**config.mk**
```make
export PLATFORM = sky130hd
export DESIGN_NAME = fsk_offset_tracker
export DESIGN_NICKNAME = d
export VERILOG_FILES = /design/src/rtl/fot_pkg.sv /design/src/rtl/fot_gain_stage.sv /design/src/rtl/fot_limit.sv /design/src/rtl/fot_sat_acc.sv /design/src/rtl/fsk_offset_tracker.sv
export SDC_FILE = /design/constraint.sdc
export NUM_CORES = 1
export LEC_CHECK = 0
export BUFFER_PORTS_ARGS = -buffer_cell sky130_fd_sc_hd__buf_2
export CAP_MARGIN = 20
export CORE_MARGIN = 4
export CORE_UTILIZATION = 52
export DETAILED_ROUTE_END_ITERATION = 8
export HOLD_SLACK_MARGIN = 0.12
export PLACE_DENSITY = 0.78
export SLEW_MARGIN = 0
export SYNTH_ARGS = -nofsm -noshare
export SYNTH_HDL_FRONTEND = slang
export SYNTH_HIERARCHICAL = 1
export SYNTH_SLANG_ARGS = --single-unit
export TNS_END_PERCENT = 50
```
**constraint.sdc**
```tcl
create_clock -name clk -period 4.05 [get_ports clk]
set_clock_uncertainty 0.05 [all_clocks]
set_input_delay 0.6075 -clock clk [delete_from_list [all_inputs] [get_ports clk]]
set_output_delay 0.6075 -clock clk [all_outputs]
set_load 0.01 [all_outputs]
```
**src/rtl/fot_pkg.sv**
```systemverilog
package fot_pkg;
   typedef enum logic [1:0] {
      LIM_OFF  = 2'd0,
      LIM_EIGHTH = 2'd1,
      LIM_QUARTER = 2'd2,
      LIM_HALF = 2'd3
   } lim_code_e;

   localparam int SHIFT_W = 3;

   // Pre-sync code c selects shift c+2.
   function automatic logic [SHIFT_W-1:0] pre_shift(input logic [1:0] code);
      return SHIFT_W'(code) + SHIFT_W'(2);
   endfunction

   // Post-sync code c (c>0) selects shift c+1; code 0 means no gain.
   function automatic logic [SHIFT_W-1:0] post_shift(input logic [1:0] code);
      return SHIFT_W'(code) + SHIFT_W'(1);
   endfunction
endpackage

```
**src/rtl/fot_gain_stage.sv**
```systemverilog
module fot_gain_stage import fot_pkg::*; #(
   parameter int ERR_W = 8
) (
   input  logic             sync_found,
   input  logic [1:0]       pre_gain,
   input  logic [1:0]       post_gain,
   input  logic [ERR_W-1:0] err_in,
   output logic             gain_on,
   output logic [ERR_W-1:0] delta
);
   logic [SHIFT_W-1:0] shamt;

   always_comb begin
      if (sync_found) begin
         gain_on = (post_gain != 2'd0);
         shamt   = post_shift(post_gain);
      end else begin
         gain_on = 1'b1;
         shamt   = pre_shift(pre_gain);
      end
      delta = ERR_W'($signed(err_in) >>> shamt);
   end
endmodule

```
**src/rtl/fot_limit.sv**
```systemverilog
module fot_limit import fot_pkg::*; #(
   parameter int BW_W  = 8,
   parameter int EST_W = 8
) (
   input  logic [BW_W-1:0]  bw_word,
   input  logic [1:0]       limit_sel,
   output logic             comp_on,
   output logic [EST_W-1:0] lim
);
   logic [EST_W-1:0] bw_ext;

   generate
      if (BW_W == EST_W) begin : g_same
         assign bw_ext = bw_word;
      end else begin : g_pad
         assign bw_ext = {{(EST_W-BW_W){1'b0}}, bw_word};
      end
   endgenerate

   always_comb begin
      comp_on = 1'b1;
      unique case (lim_code_e'(limit_sel))
         LIM_EIGHTH:  lim = bw_ext >> 3;
         LIM_QUARTER: lim = bw_ext >> 2;
         LIM_HALF:    lim = bw_ext >> 1;
         default: begin
            lim     = '0;
            comp_on = 1'b0;
         end
      endcase
   end
endmodule

```
**src/rtl/fot_sat_acc.sv**
```systemverilog
module fot_sat_acc #(
   parameter int ERR_W = 8,
   parameter int EST_W = 8
) (
   input  logic [EST_W-1:0] est_cur,
   input  logic [ERR_W-1:0] delta,
   input  logic             upd,
   input  logic [EST_W-1:0] lim,
   output logic [EST_W-1:0] est_nxt
);
   localparam int SUM_W = ((ERR_W > EST_W) ? ERR_W : EST_W) + 2;

   logic signed [SUM_W-1:0] est_w, dlt_w, sum, lim_p, lim_n;

   always_comb begin
      est_w = {{(SUM_W-EST_W){est_cur[EST_W-1]}}, est_cur};
      dlt_w = upd ? {{(SUM_W-ERR_W){delta[ERR_W-1]}}, delta} : '0;
      sum   = est_w + dlt_w;
      lim_p = {{(SUM_W-EST_W){1'b0}}, lim};
      lim_n = -lim_p;
      if (sum > lim_p)      est_nxt = lim_p[EST_W-1:0];
      else if (sum < lim_n) est_nxt = lim_n[EST_W-1:0];
      else                  est_nxt = sum[EST_W-1:0];
   end
endmodule

```
**src/rtl/fsk_offset_tracker.sv**
```systemverilog
module fsk_offset_tracker import fot_pkg::*; #(
   parameter int ERR_W = 8,
   parameter int EST_W = 8,
   parameter int BW_W  = 8
) (
   input  logic             clk,
   input  logic             rst_n,
   input  logic             clr,
   input  logic             sample_valid,
   input  logic [ERR_W-1:0] freq_err,
   input  logic             sync_found,
   input  logic             carrier_sense,
   input  logic             gate_en,
   input  logic [1:0]       pre_gain,
   input  logic [1:0]       post_gain,
   input  logic [1:0]       limit_sel,
   input  logic [BW_W-1:0]  bw_word,
   output logic [EST_W-1:0] est_out
);
   generate
      if (BW_W > EST_W) begin : g_chk_bw
         $error("BW_W must not exceed EST_W");
      end
      if (ERR_W < 6) begin : g_chk_err
         $error("ERR_W must be at least 6");
      end
   endgenerate

   logic             gain_on, comp_on, cs_seen_q, gate_open, upd;
   logic [ERR_W-1:0] delta;
   logic [EST_W-1:0] lim, est_q, est_nxt;

   fot_gain_stage #(.ERR_W(ERR_W)) u_gain (
      .sync_found(sync_found), .pre_gain(pre_gain), .post_gain(post_gain),
      .err_in(freq_err), .gain_on(gain_on), .delta(delta)
   );

   fot_limit #(.BW_W(BW_W), .EST_W(EST_W)) u_lim (
      .bw_word(bw_word), .limit_sel(limit_sel), .comp_on(comp_on), .lim(lim)
   );

   assign gate_open = !gate_en || cs_seen_q || carrier_sense;
   assign upd       = sample_valid && gate_open && gain_on;

   fot_sat_acc #(.ERR_W(ERR_W), .EST_W(EST_W)) u_acc (
      .est_cur(est_q), .delta(delta), .upd(upd), .lim(lim), .est_nxt(est_nxt)
   );

   always_ff @(posedge clk or negedge rst_n) begin
      if (!rst_n) begin
         est_q     <= '0;
         cs_seen_q <= 1'b0;
      end else begin
         cs_seen_q <= clr ? 1'b0 : (cs_seen_q || carrier_sense);
         if (clr || !comp_on) est_q <= '0;
         else                 est_q <= est_nxt;
      end
   end

   assign est_out = est_q;
endmodule

```
### Word-level counts from Yosys, hierarchy flattened

Index checks and enable logic that the tools add are counted.

* $add $sub $neg: 4
* magnitude comparators: 2
* eq/ne operators: 3
* shifts and indexed selects: 1
* mux-type cells: 9
* reduce and logical (&&, ||, !) cells: 10

Operator list (number)
* $mux 8: 3
* $pmux 7 s3: 1
* $add 8x10->10: 1
* $gt 10x8->1: 1
* $lt 10x10->1: 1
* $mux 10: 1
* $neg 7->10: 1
* $sshr 8x3->8: 1
* $eq 2x2->1 const B: 2
* $logic_or 1x1->1: 4
* $add 2x1->3 const B: 1
* $add 2x2->3 const B: 1
* $mux 1: 3
* $mux 3: 1
* $reduce_or 3->1: 1
* $eq 2x1->1 const B: 1
* $logic_and 1x1->1: 2
* $logic_not 1->1: 2
* $reduce_bool 2->1: 1

* bits in registers: 9
* input port bits: 29
* output and inout port bits: 8
* word-level logic and storage cells: 31

### Logic depth before layout (Yosys ltp)

Gate-level depths: netlist (run 1).

* depth after elaboration: 11
* depth in mapped cells: 24
* gate-level depth less buffers: 23

### Modules after synthesis

Netlist (run 1), hierarchy kept.

Modules (own cells, without submodules)
* fot_sat_acc: instances 1, cells an instance 172, area an instance 1248.7 um2, sequential area each 0.0 um2
* fot_gain_stage: instances 1, cells an instance 37, area an instance 315.3 um2, sequential area each 0.0 um2
* fsk_offset_tracker: instances 1, cells an instance 22, area an instance 305.3 um2, sequential area each 225.2 um2
* fot_limit: instances 1, cells an instance 23, area an instance 165.2 um2, sequential area each 0.0 um2

### Least setup slack after synthesis (run 1)

OpenSTA, ideal clock, no wires.

* path type: input -> register
* start point: input port sync_found
* end point: register est_q[7] (netlist: est_out[7])
* setup time: 66 ps
* arrival: 5077 ps
* data required time: 3934 ps
* setup slack: -1143 ps
* stages on the path: 23
* buffers on the path: 1
* path through: buf_6 nor2_4 a21oi_4 mux2i_1 mux2i_1 mux2_2 and2_1 ha_1 fa_1 a211oi_1 nor2_1 o21a_1 nor2_1 xnor2_1 ha_1 a21o_1 or4_1 o21ai_0 maj3_2 a21boi_0 a311o_1 a221oi_1 and2_1

* word-level cells in the longest chain between the ends: 8
* elaborated cells between the ends (all ways): 11
* classes of those cells: 1 x add/sub; 2 x order compare; 1 x shift; 6 x mux; 1 x reduce/logical

Ends and longest elaborated chain
* start, declared: line fsk_offset_tracker.sv:11 `input logic sync_found,`
* $mux 3 *: line fot_gain_stage.sv:14 `if (sync_found) begin`
* $sshr 8x3->8 *: line fot_gain_stage.sv:21 `delta = ERR_W'($signed(err_in) >>> shamt);`
* net delta[0]: line fsk_offset_tracker.sv:30 `logic [ERR_W-1:0] delta;`
* $mux 10 *: line fot_sat_acc.sv:17 `dlt_w = upd ? {{(SUM_W-ERR_W){delta[ERR_W-1]}}, delta} : '0;`
* $add 8x10->10 *: line fot_sat_acc.sv:18 `sum = est_w + dlt_w;`
* $lt 10x10->1: line fot_sat_acc.sv:22 `else if (sum < lim_n) est_nxt = lim_n[EST_W-1:0];`
* $mux 8: line fot_sat_acc.sv:22
* $mux 8 *: line fot_sat_acc.sv:21 `if (sum > lim_p) est_nxt = lim_p[EST_W-1:0];`
* net est_nxt[7]: line fsk_offset_tracker.sv:31 `logic [EST_W-1:0] lim, est_q, est_nxt;`
* $mux 8 *: line fsk_offset_tracker.sv:55 `if (clr || !comp_on) est_q <= '0;`
* end signal, assigned: line fsk_offset_tracker.sv:56 `else est_q <= est_nxt;`
* end, declared: line fsk_offset_tracker.sv:31

The timed path passes the listed nets; every way through them passes the cells marked *.

### Worst setup path after layout (run 1)

* start point: input port post_gain[1]
* end point: register est_q[7] (netlist: est_out[7])

* word-level cells in the longest chain between the ends: 9
* elaborated cells between the ends (all ways): 13
* classes of those cells: 2 x add/sub; 2 x order compare; 1 x shift; 6 x mux; 2 x reduce/logical

Ends and longest elaborated chain
* start, declared: line fsk_offset_tracker.sv:15 `input logic [1:0] post_gain,`
* $add 2x1->3 *: line fot_pkg.sv:18 `return SHIFT_W'(code) + SHIFT_W'(1);`
* $mux 3 *: line fot_gain_stage.sv:14
* $sshr 8x3->8 *: line fot_gain_stage.sv:21
* net delta[4]: line fsk_offset_tracker.sv:30
* $mux 10 *: line fot_sat_acc.sv:17
* $add 8x10->10 *: line fot_sat_acc.sv:18
* $lt 10x10->1: line fot_sat_acc.sv:22
* $mux 8: line fot_sat_acc.sv:22
* $mux 8 *: line fot_sat_acc.sv:21
* net est_nxt[7]: line fsk_offset_tracker.sv:31
* $mux 8 *: line fsk_offset_tracker.sv:55

Marked as above.

==> implementation parameters, run 1 <==
Parameter                              Value

Worst setup path
  Delay of the slowest cell on the worst path ... 500 ps
  Buffers plus inverters on the worst setup path ... 4
  CP endpoint kind ... flop
  Maximum fanout count along the critical path ... 6
  Slowest library cell on the worst path ... sky130_fd_sc_hd__or4_4
  Family of cells with the greatest summed delay on the critical path ... simple AND/OR/NAND/NOR gates
  Critical path arrival ... ~5300 ps
  Critical-path cell list ... buf_2 > inv_1 > ha_1 > nand2_1 > o21ai_1 > buf_4 > nand2b_1 > o221ai_1 > and2_1 > ha_1 > or3_1 > a221oi_2 > nor2_1 > xnor2_1 > inv_1 > ha_4 > a21o_1 > or4_4 > o21ai_4 > maj3_2 > a21boi_1 > a311o_1 > a221oi_2 > and2_1
  Required time of the worst setup path ... 4180 ps
  CP Class ... in2reg
  Launching element type of the critical path ... input pin

CTS
  CTS root buffer ... sky130_fd_sc_hd__clkbuf_8
  CTS buffer count ... 3
  Clock buffer depth ... 2
  Clk sinks ... 9
  Clock tree from TritonCTS ... yes
  CTS hold repair buffers ... 0
  Clock transition at the registers of the reported paths ... 50 ps
  Clock insertion delay at the later pin of the skew report ... 240 ps
  Maximum level of the CTS H-tree ... 1

Logic synthesis
  Flip-flop and latch count after synthesis ... 9
  Mapped Nets ... 310
  Prevailing post-synth register cell ... sky130_fd_sc_hd__dfrtp_1
  Mapped Area ... a little over 2000 sq um
  Synth Warn # ... 6
  Sequential area share after synthesis ... 11.1%
  Leading cell types by total area after synthesis ... sky130_fd_sc_hd__ha_1 16%, sky130_fd_sc_hd__mux2i_1 13%, sky130_fd_sc_hd__dfrtp_1 11%
  Area share of the largest cell type after synthesis ... 16.0%
  Post-synthesis cell count ... 254
  Unique masters post-synth ... 60
  Fraction of registers with async set/reset ... 100%
  Number of synthesized flops with an enable pin ... 0
  Avg Cell Area, Syn ... 8.01 sq um
  Cell accounting for the most synthesized area ... sky130_fd_sc_hd__ha_1

Floorplan
  Placement row count ... 22
  Die outline area ... 4980 sq um
  Initial standard-cell utilization of the core ... around 55%
  Chip Height ... ~70 um
  Horizontal extent of the die ... 70.6 um
  Io pins ... 37
  Placeable Area ... 3720 sq um

Routing
  Number of vias per cell ... 6.05
  First-pass DRT Iterations ... 5
  Number of vias after detailed routing ... 2481
  Final routed wire length divided by cell count ... 18.2 um
  Routed wire length ... 7450 um
  # DRC ... 0
  DRT iter0 DRCs ... 169
  Final antenna-violating net count ... 0

Finish
  Total number of nets in the final design ... 419
  Area of all placed cells without fillers ... about 3100 sq um
  Count of inserted antenna diode cells ... 0
  Synthesis-to-layout area growth ... 53.5%
  Post-layout utilization of the core ... between 80% and 90%
  Share of cells above drive strength 1 ... about 45%

Global routing
  First-pass GRT wire length ... 11200 um
  Vias in the first global route ... 2399
  Total global routing overflow ... 0
  GRT Util Overall ... 27.6%
  Maximum number of pins on one net before global-route repair ... 11
  Number of antenna violations at the first check in global routing ... 0

Hold path
  HP Class ... in2async

Placed design
  DP Area ... 2740 sq um
  Port Buffers ... 35
  Routability congestion estimate ... 0.898
  Placed wire-length estimate ... 4710 um

Power and ir drop
  Switching Fraction ... 46.4%
  Power density of the placed cells ... ~590 nW/um^2
  Portion of total power attributed to combinational logic ... 85.8%
  Switching component of the power ... 861 uW
  Clock network fraction of total power ... between 6 and 7%
  Total leakage power ... 1.61 nW
  Max rail drop VDD ... about 0.54 mV
  Seq pwr share ... roughly 8.1%
  Internal power consumption ... 997 uW

Timing
  Final period demand of the worst path ... approximately 5000 ps
  Tightest slew margin relative to the limit ... 64.4%
  Total count of hold-check failures in the final report ... 0
  Final setup violation count ... 8
  F_max ... slightly below 200 MHz
  Worst-margin pin slew ... 529 ps
  Count of pins over their slew limit ... 0
  RSZ-0062 raised after global routing ... true
  Least setup slack across all paths after layout ... -1080 ps
  Hold_ws ... about 160 ps
  Final Cycle Share ... 127%

Outcome
  Result of the run ... finished, violations left
  Violations in the final reports ... negative setup slack

Run
  Max cap viols ... 0
[what timing repair did]
item,CTS,global route
endpoints found under the setup margin,8,8
pin swaps,22,15
endpoints found under the hold margin,0,0
gates resized for setup,26,16
setup buffers,8,4
cloned,2,0
[power groups by stage]
stage                     sequential [mW]  clock (mW)  combinational (mW)
final                               0.150       0.114                1.59
after floorplan                     0.158           0               0.782
after global routing                0.152       0.122                1.71
after global placement              0.147           0                1.20
after detailed placement            0.147           0                1.23
after CTS                           0.146       0.104                1.41
[placed cells by master, fill, tap and decap left out, types with 2 or more instances in the layout]
cell                        count
sky130_fd_sc_hd__buf_4         72
sky130_fd_sc_hd__buf_2         32
sky130_fd_sc_hd__ha_1          21
sky130_fd_sc_hd__mux2i_1       20
sky130_fd_sc_hd__nor2_1        18
sky130_fd_sc_hd__a21oi_1       18
sky130_fd_sc_hd__nand2_1       16
sky130_fd_sc_hd__inv_1         16
sky130_fd_sc_hd__and2_1        15
sky130_fd_sc_hd__dfrtp_1        9
sky130_fd_sc_hd__o21ai_0        7
sky130_fd_sc_hd__o21ai_1        6
sky130_fd_sc_hd__buf_6          5
sky130_fd_sc_hd__xnor2_1        5
sky130_fd_sc_hd__nand2b_1       5
sky130_fd_sc_hd__ha_4           5
sky130_fd_sc_hd__mux2i_2        4
sky130_fd_sc_hd__a21o_1         4
sky130_fd_sc_hd__nor3_1         4
sky130_fd_sc_hd__mux2i_4        4
sky130_fd_sc_hd__clkbuf_8       3
sky130_fd_sc_hd__or3_1          3
sky130_fd_sc_hd__nor2b_1        3
sky130_fd_sc_hd__a31oi_4        2
sky130_fd_sc_hd__o21a_1         2
sky130_fd_sc_hd__and3_1         2
sky130_fd_sc_hd__a221oi_2       2
sky130_fd_sc_hd__and2_4         2
sky130_fd_sc_hd__nor4_1         2
sky130_fd_sc_hd__or2_2          2
sky130_fd_sc_hd__nand3_1        2
sky130_fd_sc_hd__a41o_1         2
sky130_fd_sc_hd__a31oi_1        2
sky130_fd_sc_hd__o211ai_1       2
sky130_fd_sc_hd__o2bb2ai_1      2
sky130_fd_sc_hd__o221ai_1       2
[cells in the mapped netlist (3+ instances only)]
library cell,instances
sky130_fd_sc_hd__a21oi_1,19
sky130_fd_sc_hd__clkbuf_1,3
sky130_fd_sc_hd__nor3_1,5
sky130_fd_sc_hd__ha_1,26
sky130_fd_sc_hd__buf_6,3
sky130_fd_sc_hd__a21o_1,5
sky130_fd_sc_hd__o21ai_0,13
sky130_fd_sc_hd__xnor2_1,6
sky130_fd_sc_hd__a221oi_1,3
sky130_fd_sc_hd__nand2_1,17
sky130_fd_sc_hd__inv_1,16
sky130_fd_sc_hd__and2_1,17
sky130_fd_sc_hd__nor2b_1,3
sky130_fd_sc_hd__nor2_1,19
sky130_fd_sc_hd__dfrtp_1,9
sky130_fd_sc_hd__mux2i_1,26
sky130_fd_sc_hd__or3_1,3
sky130_fd_sc_hd__nand2b_1,5
[worst register-to-register path, stage by stage, from the launching register on]
cell,delay [ps]
sky130_fd_sc_hd__dfrtp_1,370
sky130_fd_sc_hd__nor2_1,180
sky130_fd_sc_hd__a21oi_1,190
sky130_fd_sc_hd__buf_4,190
sky130_fd_sc_hd__and2_1,130
sky130_fd_sc_hd__ha_1,190
sky130_fd_sc_hd__or3_1,400
sky130_fd_sc_hd__a221oi_2,200
sky130_fd_sc_hd__nor2_1,100
sky130_fd_sc_hd__xnor2_1,250
sky130_fd_sc_hd__inv_1,130
sky130_fd_sc_hd__ha_4,230
sky130_fd_sc_hd__a21o_1,170
sky130_fd_sc_hd__or4_4,500
sky130_fd_sc_hd__o21ai_4,130
sky130_fd_sc_hd__maj3_2,250
sky130_fd_sc_hd__a21boi_1,100
sky130_fd_sc_hd__a311o_1,340
sky130_fd_sc_hd__a221oi_2,270
sky130_fd_sc_hd__and2_1,180
[worst paths after layout]
check	from	to	cells past startpoint	slack (ps)
max in group asynchronous	rst_n	est_out[6]	1	3600
worst min-delay path	rst_n	est_out[2]	1	160
worst max-delay path	post_gain[1]	est_out[7]	24	-1080
min in group clk	clr	cs_seen_q	2	500
worst min register to register	cs_seen_q	cs_seen_q	3	590
worst max register to register	cs_seen_q	est_out[7]	19	-580
[routing by layer]
layer,part of all wire [%],routed length (um),global-route usage [%]
met4,4.1,306,12.5
met5,0,0,0
met1,38,2820,30.0
met3,6.6,492,2.13
met2,51,3830,53.6
[through the flow]
step | setup slack (ps) | total power, mW | setup TNS [ps] | instances
floorplan | -871 | 0.940 | -6350 | 254
global placement | -1080 | 1.34 | -8130 | 392
detailed placement | -1310 | 1.38 | -9820 | 392
CTS | -842 | 1.66 | -6420 | 406
global route | -1250 | 1.99 | -9230 | 410
finish | -1080 | 1.86 | -7920 | 410
[registers in the layout (all words and copies together), names as in the netlist]
register	flops
est_out	8
cs_seen_q	1
[area by class of cell]
class	count	area [sq um]
well taps	48	60.1
clock buffers	3	41.3
fillers	209	593
clock inverters	1	5.00
multi-input cells	222	1940
inverters	16	60.1
repair buffers	111	792
flip-flops and latches	9	225
[logic make-up (layout without fill, tap and decap cells)]
| logic type | count (synthesis) | count (layout) | share of synthesized area, % |
|---|---|---|---|
| xor+xnor | 8 | 8 | 3.44 |
| compound gates | 66 | 67 | 22.6 |
| flops | 9 | 9 | 11.1 |
| other cells | 1 | 1 | 0.184 |
| simple gates | 87 | 87 | 23.4 |
| mux | 30 | 31 | 15.6 |
| fa+ha+maj | 28 | 28 | 17.5 |
| buf+inv | 25 | 131 | 6.15 |
Note: power is estimated with default switching activity, not from simulation.
==> run 2, diff against run 1 <==
- CORE_ASPECT_RATIO: default -> 1.75
==> run 2 against run 1 <==
Effect of this change: the flow still finishes with violations (negative setup slack); clock power barely moved; register-to-register slack worse by 100 ps; combinational power about the same; flip-flop and latch count stayed put; clock-buffer cell count is 1 higher; sequential power barely moved; largest power group unchanged.
==> implementation parameters, run 2 (synthesis results as in run 1) <==
Parameter                              Value

Outcome
  Result of the run ... finished, violations left
  Violations in the final reports ... negative setup slack

Floorplan
  Die outline area ... 5020 sq um
  Io pins ... 37
  Placeable Area ... 3700 sq um
  Horizontal extent of the die ... 55.3 um
  Chip Height ... ~91 um
  Initial standard-cell utilization of the core ... 55.0%
  Placement row count ... 29

Worst setup path
  Maximum fanout count along the critical path ... 6
  CP Class ... in2reg
  Crit Reg-Reg Startpoint ... cs_seen_q
  Launching element type of the critical path ... input pin
  Flop2flop setup slack ... -680 ps
  Reg2Reg Depth ... 22
  Endpoint of the most critical register-to-register path ... est_out[5]
  Critical path arrival ... 5370 ps
  CP endpoint kind ... flop
  Required time of the worst setup path ... 4120 ps

Timing
  Final period demand of the worst path ... 5300 ps
  RSZ-0062 raised after global routing ... true
  Total count of hold-check failures in the final report ... 0
  F_max ... between 150 and 200 MHz
  Worst-margin pin slew ... roughly 560 ps
  Least setup slack across all paths after layout ... -1250 ps
  Final setup violation count ... 8
  Tightest slew margin relative to the limit ... 62.8%
  Total negative slack ... -9540 ps
  Final Cycle Share ... 131%
  Count of pins over their slew limit ... 0

Finish
  Count of inserted antenna diode cells ... 0
  Total area of multi-input combinational cells ... 1930 sq um
  Number of inserted filler cells in the final layout ... 191
  Total number of nets in the final design ... 412
  Share of cells above drive strength 1 ... a little under half
  Seq. cell area ... approximately 230 sq um
  Largest register FFs ... 8
  Area of all placed cells without fillers ... 3080 sq um
  Most common cell after layout, fill and taps aside ... sky130_fd_sc_hd__buf_4
  Leading cell types in the layout, fill and taps excluded ... 63 x sky130_fd_sc_hd__buf_4, 32 x sky130_fd_sc_hd__buf_2, 22 x sky130_fd_sc_hd__ha_1, 21 x sky130_fd_sc_hd__mux2i_1, 18 x sky130_fd_sc_hd__a21oi_1
  Synthesis-to-layout area growth ... 51.2%

Hold path
  HP Class ... in2async

Routing
  Final antenna-violating net count ... 0
  Number of vias after detailed routing ... 2659
  First-pass DRT Iterations ... 7
  DRT iter0 DRCs ... roughly 250
  Final routed wire length divided by cell count ... 22.5 um
  # DRC ... 0
  Routed wire length ... 9020 um
  Number of vias per cell ... 6.63

Placed design
  Port Buffers ... 35
  DP Area ... 2720 sq um
  Placed wire-length estimate ... 5040 um
  Routability congestion estimate ... 0.936

Global routing
  First-pass GRT wire length ... ~12000 um
  Number of antenna violations at the first check in global routing ... 0
  GRT Util Overall ... 30.1%
  Vias in the first global route ... 2630
  Maximum number of pins on one net before global-route repair ... 10
  Total global routing overflow ... 0

CTS
  Maximum level of the CTS H-tree ... 1
  Clock buffer depth ... 2
  CTS hold repair buffers ... 0
  Clock tree from TritonCTS ... yes
  CTS root buffer ... sky130_fd_sc_hd__clkbuf_8
  Clock insertion delay at the later pin of the skew report ... 240 ps
  Clk sinks ... 9
  CTS buffer count ... 3
  Clock transition at the registers of the reported paths ... 50 ps

Power and ir drop
  Final Power ... around 1.9 mW
  Max rail drop VDD ... 0.655 mV
  Total leakage power ... roughly 1.6 nW
  Power density of the placed cells ... 605 nW/um^2

Run
  Max cap viols ... 0
## run 2: how the worst max path moves through the flow
stage	startpoint	to	cells past startpoint
finish	post_gain[0]	est_out[1]	24
global route	sync_found	est_out[1]	25
CTS	sync_found	est_out[5]	25
detailed placement	sync_found	est_out[7]	23
global placement	sync_found	est_out[7]	23
floorplan	sync_found	est_out[7]	23
## run 2: routing by layer
layer	track usage [%]	routed length, um
met5	0	0
met4	21.9	981
met3	5.44	599
met2	57.0	4500
met1	27.3	2940
## run 2: layout make-up
type | instances | area share (%)
clock buffer | 4 | 1.46
inverter | 16 | 1.95
multi-input combinational | 221 | 62.6
sequential | 9 | 7.32
tap | 46 | 1.87
timing repair buffer | 105 | 24.8
## run 2: power breakdown
group	switching [mW]	internal [mW]
logic	0.834	0.765
registers	0.0308	0.121
clock network	0.0417	0.0691
## run 2: what timing repair did
action / in CTS / in global routing
gates cloned: 1 / 0
setup endpoints to repair: 8 / 8
pin swaps: 21 / 25
resized for setup: 26 / 25
setup buffers: 7 / 3
## run 2: stage by stage
stage / setup slack, ps / hold WS [ps] / std cells / utilization [%]
after floorplan: -871 / 262 / 254 / -
after global placement: -1200 / 421 / 386 / 73.5
after detailed placement: -1280 / 423 / 386 / 73.5
after CTS: -788 / 176 / 398 / 79.2
after global routing: -1280 / 160 / 401 / 83.1
final: -1250 / 176 / 401 / 83.1
## run 2: worst max-delay path, stage by stage
cell,delay (ps)
sky130_fd_sc_hd__buf_8,100
sky130_fd_sc_hd__a21oi_4,250
sky130_fd_sc_hd__buf_6,160
sky130_fd_sc_hd__mux2i_2,260
sky130_fd_sc_hd__mux2i_1,140
sky130_fd_sc_hd__mux2_4,280
sky130_fd_sc_hd__and2_4,140
sky130_fd_sc_hd__ha_4,160
sky130_fd_sc_hd__fa_2,420
sky130_fd_sc_hd__a211oi_4,260
sky130_fd_sc_hd__nor2_2,80
sky130_fd_sc_hd__o21a_1,220
sky130_fd_sc_hd__nor2_2,170
sky130_fd_sc_hd__xnor2_2,120
sky130_fd_sc_hd__ha_4,280
sky130_fd_sc_hd__o211ai_1,80
sky130_fd_sc_hd__o21bai_1,220
sky130_fd_sc_hd__o21ai_2,80
sky130_fd_sc_hd__maj3_2,340
sky130_fd_sc_hd__buf_6,140
sky130_fd_sc_hd__a31oi_4,320
sky130_fd_sc_hd__mux2i_1,280
sky130_fd_sc_hd__o21ai_1,100
sky130_fd_sc_hd__and2_1,160
==> run 3, diff against run 2 <==
- RECOVER_POWER: default -> 25
==> run 3 against run 2 <==
Effect of this change: the run still ends with negative setup slack left; cell area hardly changed; clock-buffer cell count stayed put; fmax down 0.36%; clock power is essentially flat; first-iteration DRC count rose by 2.0%; total power hardly changed; critical path type unchanged; critical endpoint is now est_out[5].
==> implementation parameters, run 3 (synthesis results as in run 1) <==
Parameter                              Value

Global routing
  GRT Util Overall ... 30.1%
  First-pass GRT wire length ... around 12000 um
  Vias in the first global route ... between 2000 and 3000
  Maximum number of pins on one net before global-route repair ... 10
  Total global routing overflow ... 0
  Number of antenna violations at the first check in global routing ... 0

Finish
  Seq. cell area ... ~230 sq um
  Leading cell types in the layout, fill and taps excluded ... 63 x sky130_fd_sc_hd__buf_4, 31 x sky130_fd_sc_hd__buf_2, 22 x sky130_fd_sc_hd__ha_1, 21 x sky130_fd_sc_hd__mux2i_1, 18 x sky130_fd_sc_hd__a21oi_1
  Count of inserted antenna diode cells ... 0
  Area of all placed cells without fillers ... 3080 sq um
  Synthesis-to-layout area growth ... 51.2%
  Largest register FFs ... 8
  Share of cells above drive strength 1 ... between 40% and 50%
  Most common cell after layout, fill and taps aside ... sky130_fd_sc_hd__buf_4
  Number of inserted filler cells in the final layout ... 192
  Total area of multi-input combinational cells ... 1930 sq um
  Total number of nets in the final design ... 412

Floorplan
  Placement row count ... 29
  Chip Height ... 90.7 um
  Io pins ... 37
  Horizontal extent of the die ... approximately 55 um
  Die outline area ... 5020 sq um
  Placeable Area ... ~3700 sq um
  Initial standard-cell utilization of the core ... 55.0%

Worst setup path
  Slowest library cell on the worst path ... sky130_fd_sc_hd__or4_4
  Delay of the slowest cell on the worst path ... between 400 and 500 ps
  Launching element type of the critical path ... input pin
  Flop2flop setup slack ... -670 ps
  Family of cells with the greatest summed delay on the critical path ... compound AO/OA/AOI/OAI gates
  Last element of the critical path ... est_out[5]
  CP endpoint kind ... flop
  Buffers plus inverters on the worst setup path ... 4
  Path length in cells of the critical path ... 25
  CP Class ... in2reg
  Reg2Reg Depth ... 22
  Required time of the worst setup path ... 4170 ps
  Launch point of the worst path ... post_gain[0]
  Cell repeated most along the worst path ... sky130_fd_sc_hd__buf_6
  Endpoint of the most critical register-to-register path ... est_out[5]
  Maximum fanout count along the critical path ... 4
  Crit Reg-Reg Startpoint ... cs_seen_q
  Critical path arrival ... about 5400 ps

Hold path
  HP Class ... in2async

Routing
  Final routed wire length divided by cell count ... ~23 um
  Number of vias after detailed routing ... 2668
  DRT iter0 DRCs ... 253
  Number of vias per cell ... 6.65
  # DRC ... 0
  Routed wire length ... ~9000 um
  Final antenna-violating net count ... 0
  First-pass DRT Iterations ... 5

Timing
  Total count of hold-check failures in the final report ... 0
  Final period demand of the worst path ... about 5300 ps
  Worst-margin pin slew ... 600 ps
  RSZ-0062 raised after global routing ... true
  Final Cycle Share ... 131%
  Count of pins over their slew limit ... 0
  Least setup slack across all paths after layout ... -1270 ps
  F_max ... between 150 and 200 MHz
  Final setup violation count ... 8
  Tightest slew margin relative to the limit ... about three fifths

Power and ir drop
  Power density of the placed cells ... 605 nW/um^2
  Final Power ... 1.86 mW
  Total leakage power ... 1.59 nW
  Max rail drop VDD ... 0.657 mV

CTS
  CTS root buffer ... sky130_fd_sc_hd__clkbuf_8
  CTS hold repair buffers ... 0
  Clock transition at the registers of the reported paths ... ~50 ps
  Clock buffer depth ... 2
  Clock tree from TritonCTS ... yes
  Clock insertion delay at the later pin of the skew report ... 240 ps
  CTS buffer count ... 3
  Maximum level of the CTS H-tree ... 1
  Clk sinks ... 9

Placed design
  Placed wire-length estimate ... 5040 um
  Routability congestion estimate ... around 0.94
  DP Area ... 2720 sq um
  Port Buffers ... 35

Outcome
  Violations in the final reports ... negative setup slack
  Result of the run ... finished, violations left

Run
  Max cap viols ... 0
## run 3: cell types whose count changed in the layout (fill, tap and decap cells not counted), sizes merged
cell / delta
buf: -1
clkbuf: +1
## run 3: how the worst min path moves through the flow
stage | slack [ps] | start | end
after floorplan | 260 | rst_n | cs_seen_q
after global placement | 420 | rst_n | est_out[0]
after detailed placement | 420 | rst_n | est_out[0]
after CTS | 180 | rst_n | est_out[4]
after global routing | 290 | rst_n | est_out[2]
final | 290 | rst_n | est_out[2]
## run 3: routing by layer
layer	vias to the layer above	global-route usage, %	wire, um
li1	1132	-	-
met1	1216	27.3	2960
met2	226	57.0	4500
met3	94	5.44	608
met4	0	21.9	966
met5	-	0	0
## run 3: timing repair
item,CTS,global route
pin swaps,21,25
setup buffers,7,3
hold endpoints to repair,0,0
endpoints found under the setup margin,8,8
gates cloned,1,0
gates resized for setup,26,25
## run 3: cell type report
type,count,area share (%)
sequential,9,7.32
clock buffer,4,1.46
timing repair buffer,105,24.7
tap,46,1.87
inverter,16,1.95
multi-input combinational,221,62.7
## run 3: power by group
group	total (mW)	internal (mW)	switching (mW)
clock network	0.111	0.0692	0.0417
logic	1.60	0.765	0.834
registers	0.152	0.121	0.0308
total	1.86	0.955	0.907
## run 3: per-stage QoR
| step | setup slack (ps) | std cells | utilization [%] | hold slack (ps) | setup TNS, ps |
|---|---|---|---|---|---|
| after floorplan | -871 | 254 | - | 262 | -6350 |
| after global placement | -1200 | 386 | 73.5 | 421 | -9050 |
| after global routing | -1280 | 401 | 83.1 | 294 | -9900 |
| final | -1270 | 401 | 83.1 | 294 | -9590 |
| after detailed placement | -1280 | 386 | 73.5 | 423 | -9750 |
| after CTS | -788 | 398 | 79.2 | 176 | -6040 |
